$ cat src/rtl/dmac_pkg.sv
// Shared definitions for the DMA channel: bus modes, register
// select codes and control-word bit positions.
package dmac_pkg;

    typedef enum logic [1:0] {
        XM_BURST = 2'd0,
        XM_STEAL = 2'd1,
        XM_IDLE  = 2'd2
    } xfer_mode_e;

    localparam logic [1:0] REG_BASE = 2'd0;
    localparam logic [1:0] REG_LEN  = 2'd1;
    localparam logic [1:0] REG_CTRL = 2'd2;
    localparam logic [1:0] REG_STAT = 2'd3;

    localparam int CTL_DIR     = 0;
    localparam int CTL_MODE_LO = 1;
    localparam int CTL_ARM     = 3;
    localparam int CTL_PORT_LO = 4;

endpackage

$ cat src/rtl/dmac_regs.sv
// Register front end: holds start address and count, produces the
// start pulse on a control write while idle, keeps the done and
// interrupt flags, and returns status on a read.
// Assumes AW and CW are no wider than CFG_W.
module dmac_regs
    import dmac_pkg::*;
#(
    parameter int AW    = 8,
    parameter int CW    = 8,
    parameter int CFG_W = 8
) (
    input  logic             clk,
    input  logic             rst_n,
    input  logic             cfg_wr,
    input  logic             cfg_rd,
    input  logic [1:0]       cfg_addr,
    input  logic [CFG_W-1:0] cfg_wdata,
    input  logic             busy,
    input  logic             finish,
    input  logic             finish_irq,
    output logic [AW-1:0]    base,
    output logic [CW-1:0]    len,
    output logic             start,
    output logic [CFG_W-1:0] ctrl,
    output logic [CFG_W-1:0] cfg_rdata,
    output logic             irq
);

    logic [AW-1:0] base_q;
    logic [CW-1:0] len_q;
    logic          done_q;
    logic          irq_q;
    logic          stat_rd;

    assign stat_rd = cfg_rd && (cfg_addr == REG_STAT);
    assign start   = cfg_wr && !busy && (cfg_addr == REG_CTRL);
    assign ctrl    = cfg_wdata;
    assign base    = base_q;
    assign len     = len_q;
    assign irq     = irq_q;

    // Status word: busy in bit 1, done in bit 0, returned only on a status read.
    assign cfg_rdata = stat_rd ? CFG_W'({busy, done_q}) : '0;

    // Capture address and count writes; ignored while a block runs.
    always_ff @(posedge clk) begin
        if (!rst_n) begin
            base_q <= '0;
            len_q  <= '0;
        end else if (cfg_wr && !busy) begin
            if (cfg_addr == REG_BASE) base_q <= cfg_wdata[AW-1:0];
            if (cfg_addr == REG_LEN)  len_q  <= cfg_wdata[CW-1:0];
        end
    end

    // Completion flags: set at block end, cleared by a status read.
    always_ff @(posedge clk) begin
        if (!rst_n) begin
            done_q <= 1'b0;
            irq_q  <= 1'b0;
        end else begin
            if (finish)       done_q <= 1'b1;
            else if (stat_rd) done_q <= 1'b0;
            if (finish_irq)   irq_q  <= 1'b1;
            else if (stat_rd) irq_q  <= 1'b0;
        end
    end

    assert_read_clears_R2: assert property (@(posedge clk) disable iff (!rst_n)
        (stat_rd && !finish) |=> (!done_q && !irq_q));

    assert_irq_has_done_R9: assert property (@(posedge clk) disable iff (!rst_n)
        irq_q |-> done_q);

    assert_busy_write_ignored_R11: assert property (@(posedge clk) disable iff (!rst_n)
        (busy && cfg_wr) |=> ($stable(base_q) && $stable(len_q)));

endmodule

$ cat src/rtl/dmac_engine.sv
// Transfer engine: latches a block on start, decides bus ownership
// per mode, and moves one item per cycle in which ownership, device
// readiness and memory readiness coincide. Address and count are
// updated in the item's own cycle.
// Assumes bus_grant is only meaningful while bus_req is high.
module dmac_engine
    import dmac_pkg::*;
#(
    parameter int AW    = 8,
    parameter int CW    = 8,
    parameter int PW    = 4,
    parameter int CFG_W = 8
) (
    input  logic             clk,
    input  logic             rst_n,
    input  logic             start,
    input  logic [AW-1:0]    base,
    input  logic [CW-1:0]    len,
    input  logic [CFG_W-1:0] ctrl,
    input  logic             bus_grant,
    input  logic             cpu_idle,
    input  logic             dev_ready,
    input  logic             mem_ready,
    output logic             busy,
    output logic             finish,
    output logic             finish_irq,
    output logic             bus_req,
    output logic             slot,
    output logic             item,
    output logic [AW-1:0]    addr,
    output logic             dir,
    output logic [PW-1:0]    port
);

    xfer_mode_e    mode_q;
    xfer_mode_e    new_mode;
    logic          busy_q, req_q, dir_q, arm_q;
    logic [AW-1:0] addr_q;
    logic [CW-1:0] cnt_q;
    logic [PW-1:0] port_q;
    logic          own, last, empty_start;

    assign new_mode    = xfer_mode_e'(ctrl[CTL_MODE_LO +: 2]);
    assign empty_start = start && (len == '0);

    // Bus ownership this cycle: idle slots in transparent mode, else a granted request.
    always_comb begin
        if (mode_q == XM_IDLE) own = busy_q && cpu_idle;
        else                   own = busy_q && req_q && bus_grant;
    end

    assign slot       = own && dev_ready;
    assign item       = slot && mem_ready;
    assign last       = item && (cnt_q == CW'(1));
    assign finish     = empty_start || last;
    assign finish_irq = (empty_start && ctrl[CTL_ARM]) || (last && arm_q);

    assign busy    = busy_q;
    assign bus_req = req_q;
    assign addr    = addr_q;
    assign dir     = dir_q;
    assign port    = port_q;

    // Block state: load on start, step address and count on each item.
    always_ff @(posedge clk) begin
        if (!rst_n) begin
            busy_q <= 1'b0;
            addr_q <= '0;
            cnt_q  <= '0;
            mode_q <= XM_BURST;
            dir_q  <= 1'b0;
            arm_q  <= 1'b0;
            port_q <= '0;
        end else if (start) begin
            busy_q <= (len != '0);
            addr_q <= base;
            cnt_q  <= len;
            mode_q <= new_mode;
            dir_q  <= ctrl[CTL_DIR];
            arm_q  <= ctrl[CTL_ARM];
            port_q <= ctrl[CTL_PORT_LO +: PW];
        end else if (item) begin
            addr_q <= addr_q + AW'(1);
            cnt_q  <= cnt_q - CW'(1);
            if (last) busy_q <= 1'b0;
        end
    end

    // Bus request: held for the block in burst, dropped after each item in steal, never in transparent.
    always_ff @(posedge clk) begin
        if (!rst_n)     req_q <= 1'b0;
        else if (start) req_q <= (len != '0) && (new_mode != XM_IDLE);
        else            req_q <= busy_q && !last && (mode_q != XM_IDLE)
                                 && !((mode_q == XM_STEAL) && item);
    end

    assert_burst_holds_req_R4: assert property (@(posedge clk) disable iff (!rst_n)
        (busy_q && req_q && (mode_q != XM_STEAL) && (mode_q != XM_IDLE) && !last) |=> req_q);

    assert_steal_drops_req_R5: assert property (@(posedge clk) disable iff (!rst_n)
        ((mode_q == XM_STEAL) && item) |=> !req_q);

    assert_idle_no_req_R6: assert property (@(posedge clk) disable iff (!rst_n)
        (busy_q && (mode_q == XM_IDLE)) |-> !req_q);

    assert_count_step_R8: assert property (@(posedge clk) disable iff (!rst_n)
        (item && !last) |=> (cnt_q == $past(cnt_q) - CW'(1)));

    assert_count_hold_R8: assert property (@(posedge clk) disable iff (!rst_n)
        (busy_q && !item && !start) |=> $stable(cnt_q));

    assert_empty_start_R10: assert property (@(posedge clk) disable iff (!rst_n)
        empty_start |=> (!busy_q && !req_q));

endmodule

$ cat src/rtl/dma_channel.sv
// Top of the single-channel DMA: joins the register front end and the
// transfer engine, and steers data between device and memory ports.
// Memory-side outputs are zero whenever the channel is not strobing.
// Assumes memory completes an access in the cycle mem_ready is high.
module dma_channel
    import dmac_pkg::*;
#(
    parameter int AW    = 8,
    parameter int CW    = 8,
    parameter int DW    = 8,
    parameter int PW    = 4,
    parameter int CFG_W = 8
) (
    input  logic             clk,
    input  logic             rst_n,
    input  logic             cfg_wr,
    input  logic             cfg_rd,
    input  logic [1:0]       cfg_addr,
    input  logic [CFG_W-1:0] cfg_wdata,
    output logic [CFG_W-1:0] cfg_rdata,
    output logic             irq,
    output logic             bus_req,
    input  logic             bus_grant,
    input  logic             cpu_idle,
    output logic [AW-1:0]    mem_addr,
    output logic             mem_rd,
    output logic             mem_wr,
    output logic [DW-1:0]    mem_wdata,
    input  logic [DW-1:0]    mem_rdata,
    input  logic             mem_ready,
    input  logic             dev_ready,
    input  logic [DW-1:0]    dev_rdata,
    output logic [DW-1:0]    dev_wdata,
    output logic             dev_ack,
    output logic [PW-1:0]    dev_port
);

    logic             busy, finish, finish_irq, start, slot, item, dir;
    logic [AW-1:0]    base, addr;
    logic [CW-1:0]    len;
    logic [CFG_W-1:0] ctrl;

    dmac_regs #(.AW(AW), .CW(CW), .CFG_W(CFG_W)) u_regs (
        .clk(clk), .rst_n(rst_n), .cfg_wr(cfg_wr), .cfg_rd(cfg_rd),
        .cfg_addr(cfg_addr), .cfg_wdata(cfg_wdata), .busy(busy),
        .finish(finish), .finish_irq(finish_irq), .base(base), .len(len),
        .start(start), .ctrl(ctrl), .cfg_rdata(cfg_rdata), .irq(irq)
    );

    dmac_engine #(.AW(AW), .CW(CW), .PW(PW), .CFG_W(CFG_W)) u_engine (
        .clk(clk), .rst_n(rst_n), .start(start), .base(base), .len(len),
        .ctrl(ctrl), .bus_grant(bus_grant), .cpu_idle(cpu_idle),
        .dev_ready(dev_ready), .mem_ready(mem_ready), .busy(busy),
        .finish(finish), .finish_irq(finish_irq), .bus_req(bus_req),
        .slot(slot), .item(item), .addr(addr), .dir(dir), .port(dev_port)
    );

    // Data steering: strobes and data only during an owned, device-ready slot.
    always_comb begin
        mem_addr  = slot ? addr : '0;
        mem_rd    = slot && !dir;
        mem_wr    = slot && dir;
        mem_wdata = (slot && dir) ? dev_rdata : '0;
        dev_wdata = (slot && !dir) ? mem_rdata : '0;
        dev_ack   = item;
    end

    assert_strobe_owned_R3: assert property (@(posedge clk) disable iff (!rst_n)
        ((mem_rd || mem_wr) && !cpu_idle) |-> (bus_req && bus_grant));

    assert_one_strobe_R7: assert property (@(posedge clk) disable iff (!rst_n)
        !(mem_rd && mem_wr));

    assert_ack_needs_ready_R7: assert property (@(posedge clk) disable iff (!rst_n)
        dev_ack |-> (dev_ready && mem_ready && (mem_rd || mem_wr)));

endmodule

$ cat config.mk
export PLATFORM = sky130hd
export DESIGN_NAME = dma_channel
export DESIGN_NICKNAME = d
export VERILOG_FILES = /design/src/rtl/dmac_pkg.sv /design/src/rtl/dmac_regs.sv /design/src/rtl/dmac_engine.sv /design/src/rtl/dma_channel.sv
export SDC_FILE = /design/constraint.sdc
export NUM_CORES = 1
export LEC_CHECK = 0
export ABC_AREA = 1
export BUFFER_PORTS_ARGS = -buffer_cell sky130_fd_sc_hd__buf_2
export CAP_MARGIN = 20
export CORE_MARGIN = 1.5
export CORE_UTILIZATION = 30
export DETAILED_ROUTE_END_ITERATION = 7
export GPL_TIMING_DRIVEN = 1
export RECOVER_POWER = 50
export SYNTH_ARGS = -nofsm -noshare
export SYNTH_HDL_FRONTEND = slang
export SYNTH_SLANG_ARGS = --single-unit
$ cat constraint.sdc
create_clock -name clk -period 1.4 [get_ports clk]
set_input_delay 0.07 -clock clk [delete_from_list [all_inputs] [get_ports clk]]
set_output_delay 0.07 -clock clk [all_outputs]
set_load 0.01 [all_outputs]
==> summary.md, run 1 <==
| Metric | Value |
|---|---|
| FP Rows | `32` |
| Sequential area share after synthesis | `between 30 and 40%` |
| Post-DP Area | `roughly 0.0028 sq mm` |
| Failing checks | `negative setup slack` |
| Overflow after GRT | `0` |
| First-pass GRT wire length | `~10000 um` |
| Slew Viols, Final | `0` |
| Via density | `4.39` |
| Setup ws final | `-0.0811 ns` |
| Worst hold-check path type | `in2reg` |
| DR vias | `about 2400` |
| DRT antenna net count | `0` |
| Maximum vdd drop | `0.557 mV` |
| Setup TNS | `-1.21 ns` |
| Cells after DPL | `approximately 530` |
| Critical path cell sequence | `inv_2 > nand2_4 > a21oi_4 > nand2_4 > nor2_4 > inv_4 > nor2_1 > buf_2` |
| Synth-to-layout area growth | `34.5%` |
| Die width | `slightly above 90 um` |
| FF+latch count, synth | `44` |
| Cell area after synthesis | `between 0.002 and 0.0025 sq mm` |
| Worst Path Arrival | `approximately 1.4 ns` |
| Pin count of the biggest net entering global routing | `28` |
| Post-Route WL | `around 6300 um` |
| Initial Util | `a little under a third` |
| Max clock buf depth | `2` |
| CTS Hold Bufs | `0` |
| Pwr Density | `861 mW/mm^2` |
| Delay of the slowest critical-path stage | `0.32 ns` |
| CP Class | `reg2out` |
| CP Launch Type | `register` |
| Worst-skew pair later-pin latency | `between 0.3 and 0.4 ns` |
| IO Port Bufs | `68` |
| Drt wl/cell | `11.5 um` |
| Yosys warns | `0` |
| Final Critical Period | `about 1.5 ns` |
| Worst Setup End Kind | `primary output` |
| Clk slew on worst S/H paths | `0.09 ns` |
| CTS Buf Count | `5` |
| Required @ worst endpoint | `1.33 ns` |
| Tot Pwr | `roughly 2.7 mW` |
| Final worst clock skew | `about 0.0048 ns` |
| Outcome | `finished, violations left` |
| DRC viols | `0` |
| Starting DRT DRC Count | `around 100` |
| Period utilisation layout | `106%` |
| Gpl congestion | `roughly 0.80` |
| Max stage delay cell, worst path | `dfxtp_2` |
| Final hold violations | `0` |
| Design area | `0.00317 sq mm` |
| Cell variety after synth | `30` |
| Top cell by count, worst path | `nand2_4` |
| Mean Syn Cell Area | `6.59 sq um` |
| Dpl hpwl | `~4600 um` |
| Clock Tree Root | `clkbuf_8` |
| Max cap viols | `0` |
| Initial antenna violation count | `0` |
| H-tree depth | `2` |
| F_max | `between 600 and 700 MHz` |
| Setup-failing EPs final | `27` |
| Fin cells | `around 550` |
| # diodes | `0` |
| Hold_sp | `cfg_wdata[5]` |
| Layout cells sized above 1 | `28.5%` |
| Number of global-route vias before repair | `2237` |
| Drt first pass iters | `4` |
| Die ar. | `around 0.0084 sq mm` |
| Syn Inst Count | `358` |
| Core footprint | `slightly below 0.008 sq mm` |
| CP startpoint | `u_engine.mode_q[0]` |
| CTS tree | `done` |
| Worst-path fanout max | `8` |
| Layout filler cell count | `~850` |
| Die Y-Extent | `between 90 and 100 um` |
| I/O pin total | `75` |
| Pleak | `roughly 1.6 nW` |
| Worst r2r src | `u_engine.busy` |
| RSZ-0062 raised after global routing | `yes` |
| Nets | `slightly below 500` |
| Global Route Usage Sum | `~15%` |
| Sink Count | `44` |
[final cells by class]
cell class / instances / area, sq um / area share, %
clock buffers: 5 / 68.8 / 2.17
well taps: 102 / 128 / 4.02
clock inverters: 3 / 46.3 / 1.46
repair buffers: 89 / 529 / 16.7
multi-input cells: 244 / 1260 / 39.9
flip-flops and latches: 44 / 886 / 27.9
inverters: 60 / 249 / 7.85
[path summary, 6_finish.rpt]
check / endpoint / slack (ns) / depth (start not counted)
worst max-delay path: dev_wdata[5] / -0.08 / 8
worst max register to register: u_engine.addr[1] / 0 / 6
worst min register to register: u_regs.base[3] / 0.47 / 2
worst min-delay path: u_regs.base[5] / 0.01 / 3
[cells by family after synthesis]
group | synth area share, %
simple gates | 29.7
buf+inv | 14.0
compound gates | 13.9
flops | 37.3
xor+xnor | 3.34
fa+ha+maj | 1.59
other cells | 0.159
[synth_stat cells]
master,n,area (sq um)
nor2_1,73,274
inv_1,54,203
nand2_1,50,188
dfxtp_1,44,881
a21oi_1,29,145
o21ai_0,27,135
nand3_1,25,125
buf_4,7,52.6
xor2_1,6,52.6
nand4_1,5,31.3
buf_2,4,20.0
clkbuf_1,4,15.0
inv_2,4,15.0
ha_1,3,37.5
xnor2_1,3,26.3
nand2_2,2,12.5
nor2_4,2,22.5
nor3_2,2,20.0
o21ai_1,2,10.0
o21bai_1,2,15.0
a21oi_2,1,8.76
a31oi_1,1,6.26
buf_6,1,11.3
clkinv_1,1,3.75
conb_1,1,3.75
inv_6,1,8.76
nand2_4,1,11.3
nand3_2,1,10.0
nor2_2,1,6.26
o21a_1,1,7.51
[state kept, by name, summed over array words and instances (netlist names)]
signal and count:
u_engine.cnt_q 8, u_engine.port 4, u_engine.dir 1, u_regs.len 8, u_engine.arm_q 1, u_regs.done_q 1, u_regs.base 8, u_engine.bus_req 1
u_engine.addr 8, u_regs.irq 1, u_engine.busy 1, u_engine.mode_q 2
[critical path, delay by kind of cell (launching register included)]
kind	cells	cell delay (ns)
and+or+nand+nor	4	0.35
DFF	1	0.32
buffers and inverters	3	0.25
AOI/OAI and AO/OA	1	0.16
[layout by cell type (no fill, tap or decap), types with 6 or more instances in the layout]
cell type / n
nor2_1: 65
buf_2: 58
inv_1: 52
nand2_1: 45
dfxtp_1: 40
a21oi_1: 28
o21ai_0: 26
nand3_1: 24
buf_4: 15
nor2_4: 7
buf_6: 7
xor2_1: 6
conb_1: 6
clkbuf_1: 6
[per-stage QoR]
stage          util [%]  hold slack (ns)  worst slack [ns]
2_1_floorplan         -            0.205            0.0118
3_3_place_gp       36.8            0.339            0.0380
3_5_place_dp       36.8            0.342            0.0134
4_1_cts            39.4           0.0100           -0.0848
5_1_grt            41.3           0.0357            -0.165
6_report           41.3           0.0139           -0.0811
[where the power goes]
group | internal (mW) | total [mW] | leakage (nW) | switching (mW)
clock network | 0.538 | 1.03 | 0.0548 | 0.491
registers | 1.30 | 1.34 | 0.360 | 0.0332
logic | 0.146 | 0.365 | 1.15 | 0.219
total | 1.99 | 2.73 | 1.57 | 0.743
[repair_timing]
| action | in CTS | in global routing |
|---|---|---|
| setup endpoints to repair | 27 | 48 |
| setup buffers | 4 | 6 |
| gates resized for setup | 17 | 31 |
| pin swaps | 0 | 5 |
| cloned | 0 | 1 |
[layer usage]
layer / vias up / GRT usage (%) / routed length (um)
li1: 1277 / - / -
met1: 1075 / 20.4 / 3040
met3: 9 / 3.23 / 229
met4: 0 / 6.51 / 106
met5: - / 0 / 0
met2: 38 / 24.5 / 2910
Power figures use the tool's default switching activity.
==> run 2, diff against run 1 <==
--- a/config.mk
+++ b/config.mk
@@ -8,10 +8,12 @@
 export ABC_AREA = 1
 export BUFFER_PORTS_ARGS = -buffer_cell sky130_fd_sc_hd__buf_2
 export CAP_MARGIN = 20
+export CORE_ASPECT_RATIO = 0.8
 export CORE_MARGIN = 1.5
-export CORE_UTILIZATION = 30
+export CORE_UTILIZATION = 50
 export DETAILED_ROUTE_END_ITERATION = 7
 export GPL_TIMING_DRIVEN = 1
+export PLACE_DENSITY = 0.79
 export RECOVER_POWER = 50
 export SYNTH_ARGS = -nofsm -noshare
 export SYNTH_HDL_FRONTEND = slang
==> run 2 against run 1 <==
  * The run still ends with negative setup slack left
  * Design area shrank 4.1%
  * Worst hold slack lost 0.00096 ns
  * Via count grew 7.3%
  * Global-route usage grew 9.5 points
  * Critical path type unchanged
  * Critical endpoint is now mem_addr[1]
  * Largest power group unchanged
==> summary.md, run 2 (synthesized netlist as in run 1, its figures left out) <==
| Metric | Value |
|---|---|
| Outcome | `finished, violations left (unchanged)` |
| Failing checks | `negative setup slack (unchanged)` |
| Final Util | `66.5% (was 41.3%)` |
| CTS Hold Bufs | `0 (unchanged)` |
| Design area | `0.00304 sq mm (was 0.00317 sq mm)` |
| Maximum vdd drop | `0.798 mV (was 0.557 mV)` |
| # diodes | `0 (unchanged)` |
| Initial Util | `51.6% (was 30.7%)` |
| Max stage delay cell, worst path | `dfxtp_2 (unchanged)` |
| Final hold violations | `0 (unchanged)` |
| H-tree depth | `2 (unchanged)` |
| Die ar. | `0.00514 sq mm (was 0.00840 sq mm)` |
| Dpl hpwl | `4410 um (was 4630 um)` |
| Drt wl/cell | `13.3 um (was 11.5 um)` |
| Worst-path fanout max | `8 (unchanged)` |
| Drt first pass iters | `5 (was 4)` |
| CP Launch Type | `register (unchanged)` |
| Final worst clock skew | `0.00329 ns (was 0.00479 ns)` |
| Post-Route WL | `6690 um (was 6280 um)` |
| Met1 Resource Use GR | `35.1% (was 20.4%)` |
| Setup ws final | `-0.0937 ns (was -0.0811 ns)` |
| Worst-skew pair later-pin latency | `0.31 ns (about the same)` |
| Commonest non-fill, non-tap cells in the layout | `nor2_1, buf_2, inv_1 (unchanged)` |
| Layout cells sized above 1 | `27.0% (was 28.5%)` |
| Bufs and invs on worst path | `3 (unchanged)` |
| CP Class | `reg2out (unchanged)` |
| Period utilisation layout | `107% (was 106%)` |
| DR vias | `2574 (was 2399)` |
| Max clock buf depth | `2 (unchanged)` |
| Flop2flop setup slack | `-0.03 ns (was 0 ns)` |
| Synth-to-layout area growth | `28.9% (was 34.5%)` |
| Gpl congestion | `0.848 (was 0.796)` |
| Worst Setup End Kind | `primary output (unchanged)` |
| Core footprint | `0.00457 sq mm (was 0.00769 sq mm)` |
| F_max | `669 MHz (was 675 MHz)` |
| CTS Buf Count | `5 (unchanged)` |
| IO Port Bufs | `68 (unchanged)` |
| Critical path cell sequence | `inv_2 > nand2_4 > a21oi_4 > nand2_2 > buf_4 > nor2_1 > buf_2 (was inv_2 > nand2_4 > a21oi_4 > nand2_4 > nor2_4 > inv_4 > nor2_1 > buf_2)` |
| Clock Tree Root | `clkbuf_8 (unchanged)` |
| Clk slew on worst S/H paths | `0.09 ns (about the same)` |
| Starting DRT DRC Count | `199 (was 101)` |
| Setup-failing EPs final | `29 (was 27)` |
| Overflow after GRT | `0 (unchanged)` |
| Worst hold-check path type | `in2reg (unchanged)` |
| I/O pin total | `75 (unchanged)` |
| CTS tree | `done (unchanged)` |
| DRC viols | `0 (unchanged)` |
| Max cap viols | `0 (unchanged)` |
| RSZ-0062 raised after global routing | `yes (unchanged)` |
| Sink Count | `44 (unchanged)` |
| Final Critical Period | `1.49 ns (was 1.48 ns)` |
| Most common cell after layout, fill and taps aside | `nor2_1 (unchanged)` |
| Grt peak-use layer | `met2 (unchanged)` |
| Met2 Use GR | `39.6% (was 24.5%)` |
| Met3 Use GR | `4.65% (was 3.23%)` |
| Pwr Density | `897 mW/mm^2 (was 861 mW/mm^2)` |
| Number of global-route vias before repair | `2221 (was 2237)` |
| Die Y-Extent | `64.4 um (was 91.7 um)` |
| First-pass GRT wire length | `10100 um (was 10300 um)` |
| Slew Viols, Final | `0 (unchanged)` |
| Pleak | `1.54 nW (was 1.57 nW)` |
| Pin count of the biggest net entering global routing | `25 (was 28)` |
| Global Route Usage Sum | `25.0% (was 15.5%)` |
| Post-DP Area | `0.00277 sq mm (was 0.00283 sq mm)` |
| Required @ worst endpoint | `1.33 ns (about the same)` |
| CP top delay family | `buffers and inverters (was simple AND/OR/NAND/NOR gates)` |
| Delay of the slowest critical-path stage | `0.33 ns (was 0.32 ns)` |
| FP Rows | `22 (was 32)` |
| DRT antenna net count | `0 (unchanged)` |
| Nets | `481 (unchanged)` |
| Die width | `79.8 um (was 91.7 um)` |
| Tot Pwr | `2.73 mW (about the same)` |
| Initial antenna violation count | `0 (unchanged)` |
| Worst Path Arrival | `1.42 ns (was 1.41 ns)` |
| Via density | `5.10 (was 4.39)` |
[run 2: layout make-up]
class / instances / area, sq um
repair buffers: 88 / 493
repair inverters: 1 / 5.00
inverters: 60 / 235
multi-input cells: 244 / 1230
clock buffers: 5 / 68.8
well taps: 60 / 75.1
flip-flops and latches: 44 / 886
clock inverters: 3 / 46.3
fillers: 414 / 1530
[run 2: path summary, 6_finish.rpt]
kind	start	to	cells after the start
setup reg to reg	u_engine.mode_q[0]	u_engine.addr[6]	12
hold / removal	cfg_wdata[6]	u_regs.base[6]	3
setup / recovery	u_engine.mode_q[0]	mem_addr[1]	7
hold reg to reg	u_regs.base[4]	u_regs.base[4]	2
[run 2: stage by stage]
step	cells	worst slack [ns]	hold slack (ns)	setup TNS, ns
CTS	498	-0.0944	0.0117	-1.50
global route	505	-0.176	0.0269	-5.29
finish	505	-0.0937	0.0130	-1.80
detailed placement	485	-0.0107	0.332	-0.0351
global placement	485	0.00841	0.323	0
floorplan	363	0.0118	0.205	0
[run 2: timing repair]
item                                    in CTS  in global routing
hold endpoints to repair                     0                  0
pin swaps                                    1                  4
gates resized for setup                     13                 21
setup buffers                                5                  3
cloned                                       0                  4
endpoints found under the setup margin      33                 50
[run 2: tightest hold or removal path, cell delays in order]
cell,delay (ns)
buf_2,0.10
nor2_1,0.04
nor2_1,0.08
[run 2: report_power, final]
part	internal [mW]	switching [mW]	total, mW
combinational	0.138	0.225	0.363
sequential	1.30	0.0365	1.34
clock	0.538	0.485	1.02
[run 2: routing by layer]
layer	wire length [um]	part of all wire (%)
met5	0	0
met4	118	1.8
met3	527	7.9
met2	3010	45
met1	3040	45
==> run 3, diff against run 2 <==
--- a/config.mk
+++ b/config.mk
@@ -6,13 +6,15 @@
 export NUM_CORES = 1
 export LEC_CHECK = 0
 export ABC_AREA = 1
+export ABC_CLOCK_PERIOD_IN_PS = 1400
 export BUFFER_PORTS_ARGS = -buffer_cell sky130_fd_sc_hd__buf_2
 export CAP_MARGIN = 20
 export CORE_ASPECT_RATIO = 0.8
 export CORE_MARGIN = 1.5
 export CORE_UTILIZATION = 50
+export CTS_CLUSTER_SIZE = 8
 export DETAILED_ROUTE_END_ITERATION = 7
-export GPL_TIMING_DRIVEN = 1
+export GPL_TIMING_DRIVEN = 0
 export PLACE_DENSITY = 0.79
 export RECOVER_POWER = 50
 export SYNTH_ARGS = -nofsm -noshare
==> run 3 against run 2 <==
  * The flow still finishes with violations (negative setup slack)
  * Final cell count increased by 1.4%
  * Combinational power grew 9.9%
  * Largest cell class unchanged
  * Utilization up 3.3 points
  * Worst setup slack lost 0.024 ns
  * Critical path type unchanged
==> summary.md, run 3 (synthesized netlist as in run 1, its figures left out) <==
| Metric | Value |
|---|---|
| Outcome | `finished, violations left (unchanged)` |
| Failing checks | `negative setup slack (unchanged)` |
| Worst-skew pair later-pin latency | `0.30 ns (was 0.31 ns)` |
| Pin count of the biggest net entering global routing | `14 (was 25)` |
| Via density | `5.13 (was 5.10)` |
| # diodes | `0 (unchanged)` |
| CTS Buf Count | `5 (unchanged)` |
| DR vias | `2625 (was 2574)` |
| Net Sw Frac | `25.2% (was 27.4%)` |
| Pwr Density | `907 mW/mm^2 (was 897 mW/mm^2)` |
| Flop2flop setup slack | `-0.11 ns (was -0.03 ns)` |
| Final hold violations | `0 (unchanged)` |
| Final Critical Period | `1.52 ns (was 1.49 ns)` |
| WHS | `0.0183 ns (was 0.0130 ns)` |
| Required @ worst endpoint | `1.33 ns (about the same)` |
| Tot Pwr | `2.89 mW (was 2.73 mW)` |
| Max clock buf depth | `2 (unchanged)` |
| CP Class | `reg2out (unchanged)` |
| Most common cell after layout, fill and taps aside | `buf_2 (was nor2_1)` |
| H-tree depth | `2 (unchanged)` |
| First-pass GRT wire length | `10700 um (was 10100 um)` |
| Design area | `0.00319 sq mm (was 0.00304 sq mm)` |
| Register share of total power | `46.3% (was 49.2%)` |
| DRT antenna net count | `0 (unchanged)` |
| Clk pwr share | `39.9% (was 37.5%)` |
| Global Route Usage Sum | `26.5% (was 25.0%)` |
| Layout cells sized above 1 | `31.2% (was 27.0%)` |
| Drt wl/cell | `13.6 um (was 13.3 um)` |
| IO Port Bufs | `67 (was 68)` |
| Worst Path Arrival | `1.45 ns (was 1.42 ns)` |
| Commonest non-fill, non-tap cells in the layout | `buf_2, nor2_1, inv_1 (was nor2_1, buf_2, inv_1)` |
| Layout filler cell count | `368 (was 414)` |
| Combinational group share of total power | `13.8% (was 13.3%)` |
| Slew Viols, Final | `0 (unchanged)` |
| Maximum vdd drop | `0.751 mV (was 0.798 mV)` |
| CTS tree | `done (unchanged)` |
| Pleak | `1.59 nW (was 1.54 nW)` |
| Setup ws final | `-0.118 ns (was -0.0937 ns)` |
| CTS Hold Bufs | `0 (unchanged)` |
| Die ar. | `0.00514 sq mm (unchanged)` |
| Number of global-route vias before repair | `2360 (was 2221)` |
| Clk slew on worst S/H paths | `0.09 ns (about the same)` |
| DRC viols | `0 (unchanged)` |
| Worst-path fanout max | `4 (was 8)` |
| NetSw | `0.729 mW (was 0.747 mW)` |
| Final Util | `69.8% (was 66.5%)` |
| Worst Hold End | `u_regs.base[5] (was u_regs.base[6])` |
| Overflow after GRT | `0 (unchanged)` |
| Nets | `489 (was 481)` |
| P_int | `2.16 mW (was 1.98 mW)` |
| Clock Tree Root | `clkbuf_8 (unchanged)` |
| Final worst clock skew | `0.00430 ns (was 0.00329 ns)` |
| Worst Setup End Kind | `primary output (unchanged)` |
| Hold_sp | `cfg_wdata[5] (was cfg_wdata[6])` |
| Sink Count | `44 (unchanged)` |
| Post-Route WL | `6950 um (was 6690 um)` |
| Starting DRT DRC Count | `244 (was 199)` |
| Max cap viols | `0 (unchanged)` |
| Core footprint | `0.00457 sq mm (unchanged)` |
| Worst r2r src | `u_engine.mode_q[0] (unchanged)` |
| Die width | `79.8 um (unchanged)` |
| Dpl hpwl | `4500 um (was 4410 um)` |
| Synth-to-layout area growth | `35.2% (was 28.9%)` |
| R2R cell count | `12 (unchanged)` |
| RSZ-0062 raised after global routing | `yes (unchanged)` |
| Initial Util | `51.6% (unchanged)` |
| F_max | `659 MHz (was 669 MHz)` |
| Post-DP Area | `0.00279 sq mm (was 0.00277 sq mm)` |
| Initial antenna violation count | `0 (unchanged)` |
| Period utilisation layout | `108% (was 107%)` |
| Drt first pass iters | `5 (unchanged)` |
| Setup-failing EPs final | `38 (was 29)` |
| CP Launch Type | `register (unchanged)` |
| Worst hold-check path type | `in2reg (unchanged)` |
| FP Rows | `22 (unchanged)` |
| Die Y-Extent | `64.4 um (unchanged)` |
| I/O pin total | `75 (unchanged)` |
| RR Endpoint | `u_engine.cnt_q[1] (was u_engine.addr[6])` |
| Gpl congestion | `0.861 (was 0.848)` |
| Hold path depth | `3 (unchanged)` |
run 3: how the worst max path moves through the flow:
stage / slack, ns / depth (start not counted) / to / start
final: -0.12 / 8 / mem_wdata[4] / u_engine.mode_q[0]
after global routing: -0.21 / 8 / mem_wdata[4] / u_engine.mode_q[0]
after CTS: -0.08 / 8 / dev_wdata[2] / u_engine.mode_q[0]
after detailed placement: -0.04 / 6 / u_regs.base[3] / u_engine.busy
after global placement: -0.01 / 6 / u_regs.base[4] / u_engine.busy
after floorplan: 0.01 / 6 / dev_wdata[0] / u_engine.bus_req
run 3: timing repair:
action | CTS | global route
gates cloned | 1 | 1
pin swaps | 4 | 8
setup buffers | 6 | 7
resized for setup | 19 | 45
endpoints found under the setup margin | 37 | 62
run 3: per-stage QoR:
step                setup WS, ns  cells  setup TNS [ns]
global placement         -0.0113    490         -0.0166
floorplan                 0.0118    363               0
finish                    -0.118    512           -2.03
CTS                      -0.0754    504           -1.12
global route              -0.213    512           -5.89
detailed placement       -0.0387    490          -0.111
run 3: worst max-delay path, cell delays in order, from the launching register on:
cell and delay, ns:
dfxtp_1 0.31, inv_2 0.07, nand2_4 0.07, nand2_2 0.06, nand2_2 0.06, nor2_4 0.19, nand2_2 0.12, nor2_1 0.12
buf_2 0.14
run 3: final cells by class:
| cell class | instances | area [sq um] | area share, % |
|---|---|---|---|
| repair buffers | 80 | 453 | 14.2 |
| flip-flops and latches | 44 | 887 | 27.8 |
| well taps | 60 | 75.1 | 2.35 |
| clock inverters | 2 | 60.1 | 1.88 |
| inverters | 60 | 233 | 7.30 |
| clock buffers | 5 | 68.8 | 2.16 |
| multi-input cells | 245 | 1300 | 40.6 |
| plain buffers | 16 | 116 | 3.65 |
run 3: power by group through the flow:
stage,registers (mW),logic [mW],clock network [mW]
CTS,1.34,0.360,1.15
global placement,1.36,0.335,0
floorplan,1.36,0.224,0
detailed placement,1.36,0.341,0
finish,1.34,0.399,1.15
global route,1.34,0.440,1.21
run 3: per-layer routing:
layer / GRT usage [%] / share of wire [%] / vias to the layer above
met5: 0 / 0 / -
met4: 7.11 / 2.1 / 0
met3: 6.06 / 7.4 / 21
met2: 44.5 / 47 / 110
met1: 34.4 / 43 / 1196
li1: - / - / 1298
